$ cat config.mk
export PLATFORM = sky130hd
export DESIGN_NAME = eth_rx_filter_chain
export DESIGN_NICKNAME = d
export VERILOG_FILES = /design/src/rtl/rxf_pkg.sv /design/src/rtl/rxf_addr_capture.sv /design/src/rtl/rxf_cfg_latch.sv /design/src/rtl/rxf_prio_resolve.sv /design/src/rtl/eth_rx_filter_chain.sv
export SDC_FILE = /design/constraint.sdc
export NUM_CORES = 1
export LEC_CHECK = 0
export ABC_AREA = 1
export ABC_CLOCK_PERIOD_IN_PS = 2000
export BUFFER_PORTS_ARGS = -buffer_cell sky130_fd_sc_hd__buf_2
export CORE_UTILIZATION = 49
export DETAILED_ROUTE_END_ITERATION = 8
export PLACE_DENSITY = 0.81
export SLEW_MARGIN = 30
export SYNTH_ARGS = -nofsm -noshare
export SYNTH_HDL_FRONTEND = slang
export SYNTH_SLANG_ARGS = --single-unit
$ cat constraint.sdc
create_clock -name clk -period 2 [get_ports clk]
set_input_delay 0.2 -clock clk [delete_from_list [all_inputs] [get_ports clk]]
set_output_delay 0.2 -clock clk [all_outputs]
set_load 0.01 [all_outputs]
$ cat src/rtl/rxf_pkg.sv
package rxf_pkg;

    localparam int NUM_FILT  = 11;
    localparam int MAC_BYTES = 6;
    localparam int MAC_W     = MAC_BYTES * 8;

    typedef enum logic [3:0] {
        F_CRC_COLL   = 4'd0,
        F_RUNT_COLL  = 4'd1,
        F_CRC_REJ    = 4'd2,
        F_RUNT_REJ   = 4'd3,
        F_UC_ME      = 4'd4,
        F_UC_OTHER   = 4'd5,
        F_MCAST      = 4'd6,
        F_BCAST      = 4'd7,
        F_HASH       = 4'd8,
        F_MAGIC      = 4'd9,
        F_PATTERN    = 4'd10
    } filt_id_e;

    // 1 = collection (keeps on hit), 0 = rejection (drops on hit)
    localparam logic [NUM_FILT-1:0] COLLECT_MASK =
        ~((NUM_FILT'(1) << F_CRC_REJ) | (NUM_FILT'(1) << F_RUNT_REJ));

    localparam logic [NUM_FILT-1:0] EN_DEFAULT =
        (NUM_FILT'(1) << F_CRC_REJ) | (NUM_FILT'(1) << F_RUNT_REJ) |
        (NUM_FILT'(1) << F_UC_ME)   | (NUM_FILT'(1) << F_BCAST);

    typedef struct packed {
        logic bcast;
        logic mcast;
        logic uc_me;
        logic uc_other;
    } addr_class_t;

    typedef struct packed {
        logic crc_bad;
        logic runt;
        logic hash_hit;
        logic magic_hit;
        logic pattern_hit;
    } frame_stat_t;

    function automatic addr_class_t classify(input logic [MAC_W-1:0] dst,
                                             input logic [MAC_W-1:0] mac);
        addr_class_t c;
        logic grp;
        grp        = dst[MAC_W-8];
        c.bcast    = &dst;
        c.mcast    = grp && !c.bcast;
        c.uc_me    = !grp && (dst == mac);
        c.uc_other = !grp && (dst != mac);
        return c;
    endfunction

    function automatic logic [NUM_FILT-1:0] filter_hits(input addr_class_t c,
                                                        input frame_stat_t s);
        logic [NUM_FILT-1:0] h;
        h              = '0;
        h[F_CRC_COLL]  = s.crc_bad;
        h[F_RUNT_COLL] = s.runt;
        h[F_CRC_REJ]   = s.crc_bad;
        h[F_RUNT_REJ]  = s.runt;
        h[F_UC_ME]     = c.uc_me;
        h[F_UC_OTHER]  = c.uc_other;
        h[F_MCAST]     = c.mcast;
        h[F_BCAST]     = c.bcast;
        h[F_HASH]      = s.hash_hit;
        h[F_MAGIC]     = s.magic_hit;
        h[F_PATTERN]   = s.pattern_hit;
        return h;
    endfunction

endpackage

$ cat src/rtl/rxf_addr_capture.sv
module rxf_addr_capture #(
    parameter int N_BYTES = 6,
    localparam int AW     = N_BYTES * 8,
    localparam int CW     = $clog2(N_BYTES + 1)
) (
    input  logic          clk,
    input  logic          rst,
    input  logic          sof,
    input  logic          byte_vld,
    input  logic [7:0]    byte_in,
    output logic [AW-1:0] dst_addr
);
    localparam logic [CW-1:0] FULL = CW'(N_BYTES);

    logic [CW-1:0] cnt_q;
    logic [AW-1:0] addr_q;

    always_ff @(posedge clk) begin
        if (rst) begin
            cnt_q  <= '0;
            addr_q <= '0;
        end else if (sof) begin
            addr_q <= '0;
            cnt_q  <= '0;
            if (byte_vld) begin
                addr_q[AW-1 -: 8] <= byte_in;
                cnt_q             <= CW'(1);
            end
        end else if (byte_vld && cnt_q < FULL) begin
            addr_q[8*(N_BYTES-1-int'(cnt_q)) +: 8] <= byte_in;
            cnt_q <= cnt_q + CW'(1);
        end
    end

    assign dst_addr = addr_q;

endmodule

$ cat src/rtl/rxf_cfg_latch.sv
module rxf_cfg_latch #(
    parameter int              N   = 11,
    parameter logic [N-1:0]    DEF = '0
) (
    input  logic         clk,
    input  logic         rst,
    input  logic         cfg_we,
    input  logic [N-1:0] cfg_wdata,
    input  logic         sof,
    output logic [N-1:0] frame_en
);
    logic [N-1:0] en_reg_q;
    logic [N-1:0] frame_en_q;

    always_ff @(posedge clk) begin
        if (rst) begin
            en_reg_q   <= DEF;
            frame_en_q <= DEF;
        end else begin
            if (cfg_we) en_reg_q <= cfg_wdata;
            if (sof)    frame_en_q <= en_reg_q;
        end
    end

    assign frame_en = frame_en_q;

endmodule

$ cat src/rtl/rxf_prio_resolve.sv
module rxf_prio_resolve #(
    parameter int           N       = 11,
    parameter logic [N-1:0] COLLECT = '1
) (
    input  logic [N-1:0] en,
    input  logic [N-1:0] hits,
    output logic         keep
);
    logic [N-1:0] live;

    for (genvar g = 0; g < N; g++) begin : g_live
        assign live[g] = en[g] & hits[g];
    end

    // Walk from lowest to highest priority; the last write is the winner.
    always_comb begin
        keep = 1'b0;
        for (int i = N - 1; i >= 0; i--) begin
            if (live[i]) keep = COLLECT[i];
        end
    end

endmodule

$ cat src/rtl/eth_rx_filter_chain.sv
module eth_rx_filter_chain
    import rxf_pkg::*;
#(
    parameter int LEN_W     = 16,
    parameter int MIN_FRAME = 64
) (
    input  logic             clk,
    input  logic             rst,
    input  logic             sof,
    input  logic             byte_vld,
    input  logic [7:0]       byte_in,
    input  logic             eof,
    input  logic             eof_crc_ok,
    input  logic [LEN_W-1:0] eof_len,
    input  logic [47:0]      local_mac,
    input  logic             cfg_we,
    input  logic [10:0]      cfg_wdata,
    input  logic             hash_hit,
    input  logic             magic_hit,
    input  logic             pattern_hit,
    output logic             verdict_valid,
    output logic             verdict_keep
);
    localparam logic [LEN_W-1:0] RUNT_LIM = LEN_W'(MIN_FRAME);

    logic [MAC_W-1:0]    dst_addr;
    logic [NUM_FILT-1:0] cfg_frame;
    logic [NUM_FILT-1:0] hits;
    logic                keep_c;
    logic                frame_open;
    logic                close_ok;
    addr_class_t         cls;
    frame_stat_t         stat;

    rxf_addr_capture #(.N_BYTES(MAC_BYTES)) u_addr (
        .clk      (clk),
        .rst      (rst),
        .sof      (sof),
        .byte_vld (byte_vld),
        .byte_in  (byte_in),
        .dst_addr (dst_addr)
    );

    rxf_cfg_latch #(.N(NUM_FILT), .DEF(EN_DEFAULT)) u_cfg (
        .clk       (clk),
        .rst       (rst),
        .cfg_we    (cfg_we),
        .cfg_wdata (cfg_wdata),
        .sof       (sof),
        .frame_en  (cfg_frame)
    );

    always_comb begin
        cls              = classify(dst_addr, local_mac);
        stat.crc_bad     = !eof_crc_ok;
        stat.runt        = eof_len < RUNT_LIM;
        stat.hash_hit    = hash_hit;
        stat.magic_hit   = magic_hit;
        stat.pattern_hit = pattern_hit;
        hits             = filter_hits(cls, stat);
    end

    rxf_prio_resolve #(.N(NUM_FILT), .COLLECT(COLLECT_MASK)) u_prio (
        .en   (cfg_frame),
        .hits (hits),
        .keep (keep_c)
    );

    assign close_ok = eof && frame_open && !sof;

    always_ff @(posedge clk) begin
        if (rst) begin
            frame_open    <= 1'b0;
            verdict_valid <= 1'b0;
            verdict_keep  <= 1'b0;
        end else begin
            if (sof)      frame_open <= 1'b1;
            else if (eof) frame_open <= 1'b0;
            verdict_valid <= close_ok;
            verdict_keep  <= close_ok & keep_c;
        end
    end

endmodule

## After elaboration in Yosys (flattened, before gate mapping)

Index checks and enable logic that the tools add are counted.

| word-level totals | value |
|---|---|
| output and inout port bits | 2 |
| register bits after elaboration | 76 |

| cells by class | value |
|---|---|
| muxes and demuxes | 20 |
| reductions and logical operators | 14 |
| magnitude comparators | 2 |
| add/subtract/negate cells | 3 |
| eq/ne operators | 2 |
| shift operators | 2 |
| bitwise logic cells | 12 |

Operators by type and width:

| cell | number |
|---|---|
| $mux 48 | 2 |
| $bwmux 48 | 1 |
| $eq 48x48->1 | 1 |
| $ne 48x48->1 | 1 |
| $reduce_and 48->1 | 1 |
| $shift 8x33->48 const A | 1 |
| $shiftx 8x33->48 | 1 |
| $neg 32->33 | 1 |
| $lt 16x7->1 const B | 1 |
| $mux 1 | 14 |
| $and 1x1->1 | 12 |
| $mux 8 | 1 |
| $logic_and 1x1->1 | 6 |
| $mux 3 | 2 |
| $logic_not 1->1 | 4 |
| $reduce_bool 2->1 | 2 |
| $sub 3x3->4 const A | 1 |
| $add 3x1->3 const B | 1 |
| $lt 3x3->1 const B | 1 |
| $reduce_or 2->1 | 1 |

## Depth between registers and ports, before layout

Gate-level depths: netlist of run 1.

| depth | value |
|---|---|
| depth in word-level cells | 13 |
| depth in mapped cells | 14 |
| mapped depth without buffers | 14 |

## By module

From an unflattened synthesis of run 1, not the netlist that was laid out.

| second synthesis, totals | value |
|---|---|
| cells, all modules | 728 |
| area total of the unflattened synthesis | 4,531.8 sq um |

Modules (own cells, without submodules):

| module | cells an instance | area each (sq um) | times used | seq. area each (sq um) |
|---|---|---|---|---|
| rxf_addr_capture | 397 | 2,577.5 | 1 | 1,021.0 |
| eth_rx_filter_chain | 184 | 974.7 | 1 | 60.1 |
| rxf_cfg_latch | 125 | 892.1 | 1 | 440.4 |
| rxf_prio_resolve | 22 | 87.6 | 1 | 0.0 |

## Least setup slack after synthesis of run 1

Ideal clock, no wire load.

| path | value |
|---|---|
| path type | flip-flop to flip-flop |
| from | reg u_addr.cnt_q[0] |
| to | reg u_addr.addr_q[21] (netlist: u_addr.dst_addr[21]) |
| stages on the path, launching flop included | 11 |
| clock period less this slack | 2.148 ns |
| setup slack | -0.148 ns |
| required time | 1.858 ns |
| path buffers | 1 |
| arrival time | 2.005 ns |
| library setup time | 0.142 ns |
| path through | dfxtp_1 > ha_1 > inv_1 > fa_1 > inv_1 > nand2_1 > nor4_2 > inv_2 > buf_6 > nor2_1 > a211oi_2 |

| between the ends | value |
|---|---|
| longest elaborated chain between the ends | 4 |

Ends and longest elaborated chain:

| what | RTL line | text |
|---|---|---|
| start, declared | rxf_addr_capture.sv:15 | `logic [CW-1:0] cnt_q;` |
| start signal, assigned | rxf_addr_capture.sv:31 | `cnt_q <= cnt_q + CW'(1);` |
| $sub 3x3->4 | rxf_addr_capture.sv:30 | `addr_q[8*(N_BYTES-1-int'(cnt_q)) +: 8] <= byte_in;` |
| $neg 32->33 | rxf_addr_capture.sv:30 |  |
| $shiftx 8x33->48 / $shift 8x33->48 (equally long branches) | rxf_addr_capture.sv:30 |  |
| $bwmux 48 | rxf_addr_capture.sv:30 |  |
| end signal, assigned by index | rxf_addr_capture.sv:26 | `addr_q[AW-1 -: 8] <= byte_in;` |
| end signal, assigned by index | rxf_addr_capture.sv:30 |  |
| end, declared | rxf_addr_capture.sv:16 | `logic [AW-1:0] addr_q;` |

Several ways; a longest one is shown, not always the timed one.
A chain may end at the register's enable or synchronous reset.

## Final worst setup path of run 1

| path | value |
|---|---|
| from | reg u_addr.cnt_q[1] |
| to | reg u_addr.addr_q[30] (netlist: u_addr.dst_addr[30]) |

Same word-level chain as after synthesis.

==> impl_metrics.json, run 1 <==
{
  "path_buf_inv": 5,
  "cts_buffers": 9,
  "chipHeight_um": 95.0,
  "nets": 866,
  "avgSynthCellArea_um2": 6.62,
  "worstSetupStartpointType": "flop",
  "cts_buffer_depth": 2,
  "critPathArrivalTime_ns": 2.51,
  "fmax_mhz": 447,
  "period_minus_slack_ns": 2.24,
  "cp_top_family": "adder cells",
  "dpl.hpwl_um": 8800,
  "synth_area_um2": 4240,
  "grtUsageTotal": 0.274,
  "synth_top_family_by_area": "simple AND/OR/NAND/NOR gates",
  "async_reset_ff_frac": 0,
  "dieArea_um2": 9030,
  "place.gp.congestion": 0.877,
  "layout-drive-gt1-share": 0.297,
  "status": "finished with violations",
  "yosys_warnings": 0,
  "synth_seq_cells": 76,
  "start_util": 0.511,
  "path_cells": "inv_4 > ha_4 > inv_2 > ha_4 > ha_4 > nor3_2 > and3_1 > inv_2 > buf_12 > nor3_4 > buf_12 > o21ai_2 > a21oi_1",
  "rsz0062_at_grt": "true",
  "p_per_area_nw_per_um2": 664,
  "layout_common_cells": "151 x nand2_1, 89 x nor2_1, 88 x buf_2, 79 x inv_1, 73 x dfxtp_1",
  "power_leakage_nw": 2.57,
  "cp-end-kind": "flop",
  "synth_compound_area_frac": 0.156,
  "placementRows": 33,
  "max_cap_viol_count": 0,
  "area_delta_synth_final_pct": 32.6,
  "muxShareOfSynthArea": 0,
  "synthFlopType": "dfxtp_1",
  "crit_top_cell": "ha_4",
  "slew_headroom": 0.473,
  "htreeDepth": 3,
  "finalSetupTns_ns": -5.45,
  "grt_max_degree": 33,
  "grt_remaining_overflow": 0,
  "syn_inst": 641,
  "grt_antenna_before_repair": 0,
  "clock_sinks": 76,
  "vias_per_cell": 5.33,
  "die_x_um": 95.0,
  "synthAdderAreaFrac": 0.0254,
  "synthesis.nets": 742,
  "finalCritPeriodShare": 1.12,
  "ant_nets": 0,
  "synth_cell_types": 36,
  "worstSetupPathType": "reg2reg",
  "drc_errors": 0,
  "grt_pass1_wl_um": 18800,
  "hold_class": "in2reg",
  "cts_tree": "yes",
  "wire_per_inst_um": 14.6,
  "io_buffers": 88,
  "violations": "negative setup slack",
  "vias": 4664,
  "vdd_drop_max_mv": 0.499,
  "wl_um": 12800,
  "place_area_um2": 4920,
  "synth-simple-area-share": 0.314,
  "yosysSeqAreaShare": 0.359,
  "slowest_stage": "dfxtp_2",
  "tightest_slew_ns": 0.789,
  "ctsRootBufferMaster": "clkbuf_8",
  "clkLatencyLatePin_ns": 0.36,
  "hold_viol": 0,
  "fin_ws_ns": -0.237,
  "setup_violations": 48,
  "n_antenna_cell": 0,
  "cts.clk_slew.worst_paths_ns": 0.09,
  "design_area_um2": 5630,
  "io_pins": 95,
  "cp_max_fo": 8,
  "nFillCells": 675,
  "synth_edf_count": 0,
  "maxSlewViolCount": 0,
  "drt-pass1-iter-count": 5,
  "finalClockSkew_ns": 0.00937,
  "required_ns": 2.27,
  "yosys.area_share.xor_xnor": 0.0372,
  "core-area_um2": 8300,
  "drtIter0Drc": 261,
  "layout_commonest_cell": "nand2_1",
  "grt_pass1_vias": 4200,
  "critPathMaxStageDelay_ns": 0.36
}
[cell type report]
type	instances	area, um^2	share of cell area
clock buffers	9	124	0.0220
clock inverters	7	124	0.0220
inverters	93	370	0.0658
multi-input cells	453	2500	0.445
flip-flops and latches	76	1530	0.271
well taps	105	131	0.0234
repair buffers	130	832	0.148
repair inverters	2	13.8	0.00245
[path summary, 6_finish.rpt]
| check | slack, ns | start | cells after the start | to |
|---|---|---|---|---|
| min reg2reg | 0.47 | frame_open | 2 | frame_open |
| min | 0.04 | cfg_wdata[3] | 3 | u_cfg.en_reg_q[3] |
| max reg2reg | -0.24 | u_addr.cnt_q[1] | 13 | u_addr.dst_addr[30] |
| max | -0.24 | u_addr.cnt_q[1] | 13 | u_addr.dst_addr[30] |
[per-layer routing]
| metal | GRT usage | vias up | part of all wire |
|---|---|---|---|
| met5 | 0 | - | 0 |
| met4 | 0.136 | 0 | 0.040 |
| met3 | 0.0463 | 39 | 0.065 |
| met2 | 0.481 | 203 | 0.50 |
| met1 | 0.322 | 2141 | 0.40 |
| li1 | - | 2281 | - |
[tightest hold or removal path, stage by stage]
cell and delay, ns:
buf_2 0.07, nand2_1 0.04, nand3_1 0.06
[synthesized netlist by cell type, types with 6 or more instances]
| master | instances | area share |
|---|---|---|
| nor2_1 | 92 | 0.081 |
| xnor2_1 | 15 | 0.031 |
| inv_2 | 8 | 0.0071 |
| nor3_1 | 19 | 0.022 |
| a211oi_2 | 8 | 0.024 |
| o21ai_0 | 50 | 0.059 |
| ha_1 | 7 | 0.021 |
| clkbuf_1 | 11 | 0.0097 |
| inv_1 | 84 | 0.074 |
| nand4_1 | 6 | 0.0089 |
| nand2_1 | 155 | 0.14 |
| a21oi_1 | 48 | 0.057 |
| dfxtp_1 | 76 | 0.36 |
| nand3_1 | 20 | 0.024 |
[power breakdown]
group	total (mW)	internal [mW]	switching [mW]
clock	1.45	0.839	0.612
combinational	0.665	0.276	0.389
sequential	1.62	1.57	0.0434
[metrics by stage]
step / power, mW / worst slack (ns) / utilization / std cells / hold slack, ns
6_report: 3.73 / -0.237 / 0.678 / 875 / 0.0403
5_1_grt: 3.88 / -0.320 / 0.678 / 875 / 0.0509
4_1_cts: 3.66 / -0.0951 / 0.643 / 865 / 0.0358
3_5_place_dp: 2.19 / -0.251 / 0.593 / 842 / 0.416
3_3_place_gp: 2.17 / -0.137 / 0.593 / 842 / 0.413
2_1_floorplan: 1.97 / 0.00426 / - / 641 / 0.262
[registers in the layout, indices dropped and copies added (netlist names)]
register         count
frame_open           1
u_cfg.frame_en      11
u_cfg.en_reg_q      11
verdict_keep         1
u_addr.dst_addr     48
u_addr.cnt_q         3
verdict_valid        1
[kinds of logic after synthesis]
| kind of cell | count (synthesis) |
|---|---|
| compound gates | 117 |
| xor+xnor | 18 |
| fa+ha+maj | 8 |
| buf+inv | 113 |
| flops | 76 |
| simple gates | 309 |
[timing repair]
item / 4_1_cts / 5_1_grt
endpoints found under the setup margin: 40 / 48
setup buffers: 6 / 7
pin swaps: 7 / 9
gates resized for setup: 36 / 59
hold buffers: 0 / 0
gates cloned: 1 / 3
Power figures use the tool's default switching activity.
==> run 2: changes to the inputs <==
--- a/config.mk
+++ b/config.mk
@@ -9,7 +9,8 @@
 export ABC_CLOCK_PERIOD_IN_PS = 2000
 export BUFFER_PORTS_ARGS = -buffer_cell sky130_fd_sc_hd__buf_2
-export CORE_UTILIZATION = 49
+export CORE_UTILIZATION = 50
+export CTS_BUF_LIST = sky130_fd_sc_hd__clkbuf_4 sky130_fd_sc_hd__clkbuf_8
 export DETAILED_ROUTE_END_ITERATION = 8
-export PLACE_DENSITY = 0.81
+export PLACE_DENSITY = 0.83
 export SLEW_MARGIN = 30
 export SYNTH_ARGS = -nofsm -noshare
==> constraint.sdc (replaced) <==
create_clock -name clk -period 2 [get_ports clk]
set_input_delay 0.3 -clock clk [delete_from_list [all_inputs] [get_ports clk]]
set_output_delay 0.3 -clock clk [all_outputs]
set_load 0.01 [all_outputs]
==> run 2 against run 1 <==
Against the previous run: the flow still finishes with violations (negative setup slack); critical path depth is 1 higher; core utilization grew 1.9 points; total power down 2.4%; sequential cell count stayed put; sequential power about the same; highest routed layer unchanged.
==> impl_metrics.json, run 2 (synthesized netlist as in run 1, its figures left out) <==
{
  "status": "finished with violations",
  "violations": "negative setup slack",
  "tightest_slew_ns": 0.718,
  "setup_violations": 48,
  "drc_errors": 0,
  "vias": 4717,
  "ctsRootBufferMaster": "clkbuf_8",
  "power_leakage_nw": 2.61,
  "vdd_drop_max_mv": 0.622,
  "core-area_um2": 8220,
  "cp-end-kind": "flop",
  "holdBufCountCts": 0,
  "slowest_stage": "dfxtp_2",
  "timing.hold.ws_ns": 0.144,
  "grt_pass1_wl_um": 19700,
  "finalClockSkew_ns": 0.0124,
  "htreeDepth": 3,
  "clock_sinks": 76,
  "clkLatencyLatePin_ns": 0.36,
  "area_delta_synth_final_pct": 35.0,
  "vias_per_cell": 5.34,
  "cts_tree": "yes",
  "grt_pass1_vias": 4379,
  "die_x_um": 94.1,
  "worstSetupStartpointType": "flop",
  "cp_top_family": "buffers and inverters",
  "ant_nets": 0,
  "critPathArrivalTime_ns": 2.57,
  "wire_per_inst_um": 14.9,
  "period_minus_slack_ns": 2.28,
  "wl_um": 13200,
  "slew_headroom": 0.518,
  "max_cap_viol_count": 0,
  "place_area_um2": 4930,
  "hold_path_startpoint": "cfg_wdata[3]",
  "p_per_area_nw_per_um2": 636,
  "min_to": "u_cfg.en_reg_q[3]",
  "whs_path_depth": 3,
  "cts.clk_slew.worst_paths_ns": 0.09,
  "cp_max_fo": 8,
  "rsz0062_at_grt": "true",
  "drtIter0Drc": 256,
  "layout_commonest_cell": "nand2_1",
  "fmax_mhz": 439,
  "place.gp.congestion": 0.911,
  "placementRows": 33,
  "hold_viol": 0,
  "hold_class": "in2reg",
  "final_core_util": 0.697,
  "cts_buffers": 9,
  "path_cells": "inv_4 > ha_4 > inv_2 > ha_4 > ha_4 > nor3_2 > and3_1 > inv_2 > buf_6 > nor3_4 > buf_6 > buf_6 > o21ai_2 > a21oi_1",
  "layout_common_cells": "153 x nand2_1, 88 x nor2_1, 88 x buf_2, 78 x inv_1, 73 x dfxtp_1",
  "dieArea_um2": 8860,
  "io_pins": 95,
  "start_util": 0.516,
  "nets": 875,
  "power_mw": 3.64,
  "rrSetupSlack_ns": -0.28,
  "grt_max_degree": 33,
  "layout-drive-gt1-share": 0.318,
  "io_buffers": 88,
  "r2r_start": "u_addr.cnt_q[1]",
  "r2r_end": "u_addr.dst_addr[14]",
  "maxSlewViolCount": 0,
  "critPathMaxStageDelay_ns": 0.37,
  "post-place-ws_ns": -0.268,
  "largest_register_ff_count": 48,
  "cts_buffer_depth": 2,
  "worstSetupPathType": "reg2reg",
  "required_ns": 2.30,
  "n_antenna_cell": 0,
  "finalCritPeriodShare": 1.14,
  "critical_path.startpoint": "u_addr.cnt_q[1]",
  "path_buf_inv": 6,
  "drt-pass1-iter-count": 5,
  "reg2regPathDepth": 14,
  "grt_remaining_overflow": 0,
  "dpl.hpwl_um": 8690,
  "chipHeight_um": 94.1,
  "grtUsageTotal": 0.290,
  "grt_antenna_before_repair": 0,
  "fin_ws_ns": -0.276,
  "design_area_um2": 5720
}
run 2: changes by cell type in the layout (fill, tap and decap cells not counted), moves of 3 or more:
cell	before	now
o21ai_1	15	12
a21oi_2	14	20
buf_6	9	16
nand2_2	5	2
a21oi_1	34	28
buf_4	30	35
nor2_4	0	3
o21ai_0	27	24
o21ai_2	13	17
run 2: worst max-delay path by stage:
stage | to | slack (ns) | cells past startpoint
6_report | u_addr.dst_addr[14] | -0.28 | 14
5_1_grt | u_addr.dst_addr[14] | -0.36 | 14
4_1_cts | u_addr.dst_addr[47] | -0.11 | 14
3_5_place_dp | u_addr.dst_addr[45] | -0.27 | 14
3_3_place_gp | u_addr.dst_addr[45] | -0.12 | 14
2_1_floorplan | u_addr.dst_addr[21] | 0.004 | 11
run 2: routing by layer:
metal,global-route usage,vias up,part of all wire
met1,0.322,2130,0.39
met5,0,-,0
met3,0.0566,61,0.064
li1,-,2311,-
met4,0.123,0,0.045
met2,0.533,215,0.50
run 2: report_power, final:
part / internal (mW) / total, mW / leakage [nW] / switching [mW]
sequential: 1.57 / 1.62 / 0.622 / 0.0434
clock: 0.708 / 1.32 / 0.110 / 0.614
combinational: 0.298 / 0.704 / 1.87 / 0.405
total: 2.58 / 3.64 / 2.61 / 1.06
run 2: area by class of cell:
cell class	instances	area, um^2
clock buffers	9	124
clock inverters	7	98.8
fillers	604	2490
inverters	93	362
multi-input cells	452	2550
flip-flops and latches	76	1530
well taps	105	131
repair buffers	141	923
repair inverters	1	5.00
run 2: per-stage QoR:
stage	instances	setup TNS, ns
detailed placement	843	-2.87
floorplan	641	0
finish	884	-7.77
global placement	843	-0.714
CTS	876	-1.67
global route	884	-11.45
run 2: repair_timing:
item | 4_1_cts | 5_1_grt
gates resized for setup | 73 | 48
cloned | 1 | 0
pin swaps | 17 | 12
setup buffers | 16 | 10
setup endpoints to repair | 44 | 48
run 2: worst register-to-register path, cell delays in order (launching register included):
cell and delay [ns]:
dfxtp_2 0.37, inv_4 0.06, ha_4 0.27, inv_2 0.04, ha_4 0.16, ha_4 0.15, nor3_2 0.12, and3_1 0.19
inv_2 0.06, buf_6 0.11, nor3_4 0.18, buf_6 0.21, buf_6 0.13, o21ai_2 0.04, a21oi_1 0.11
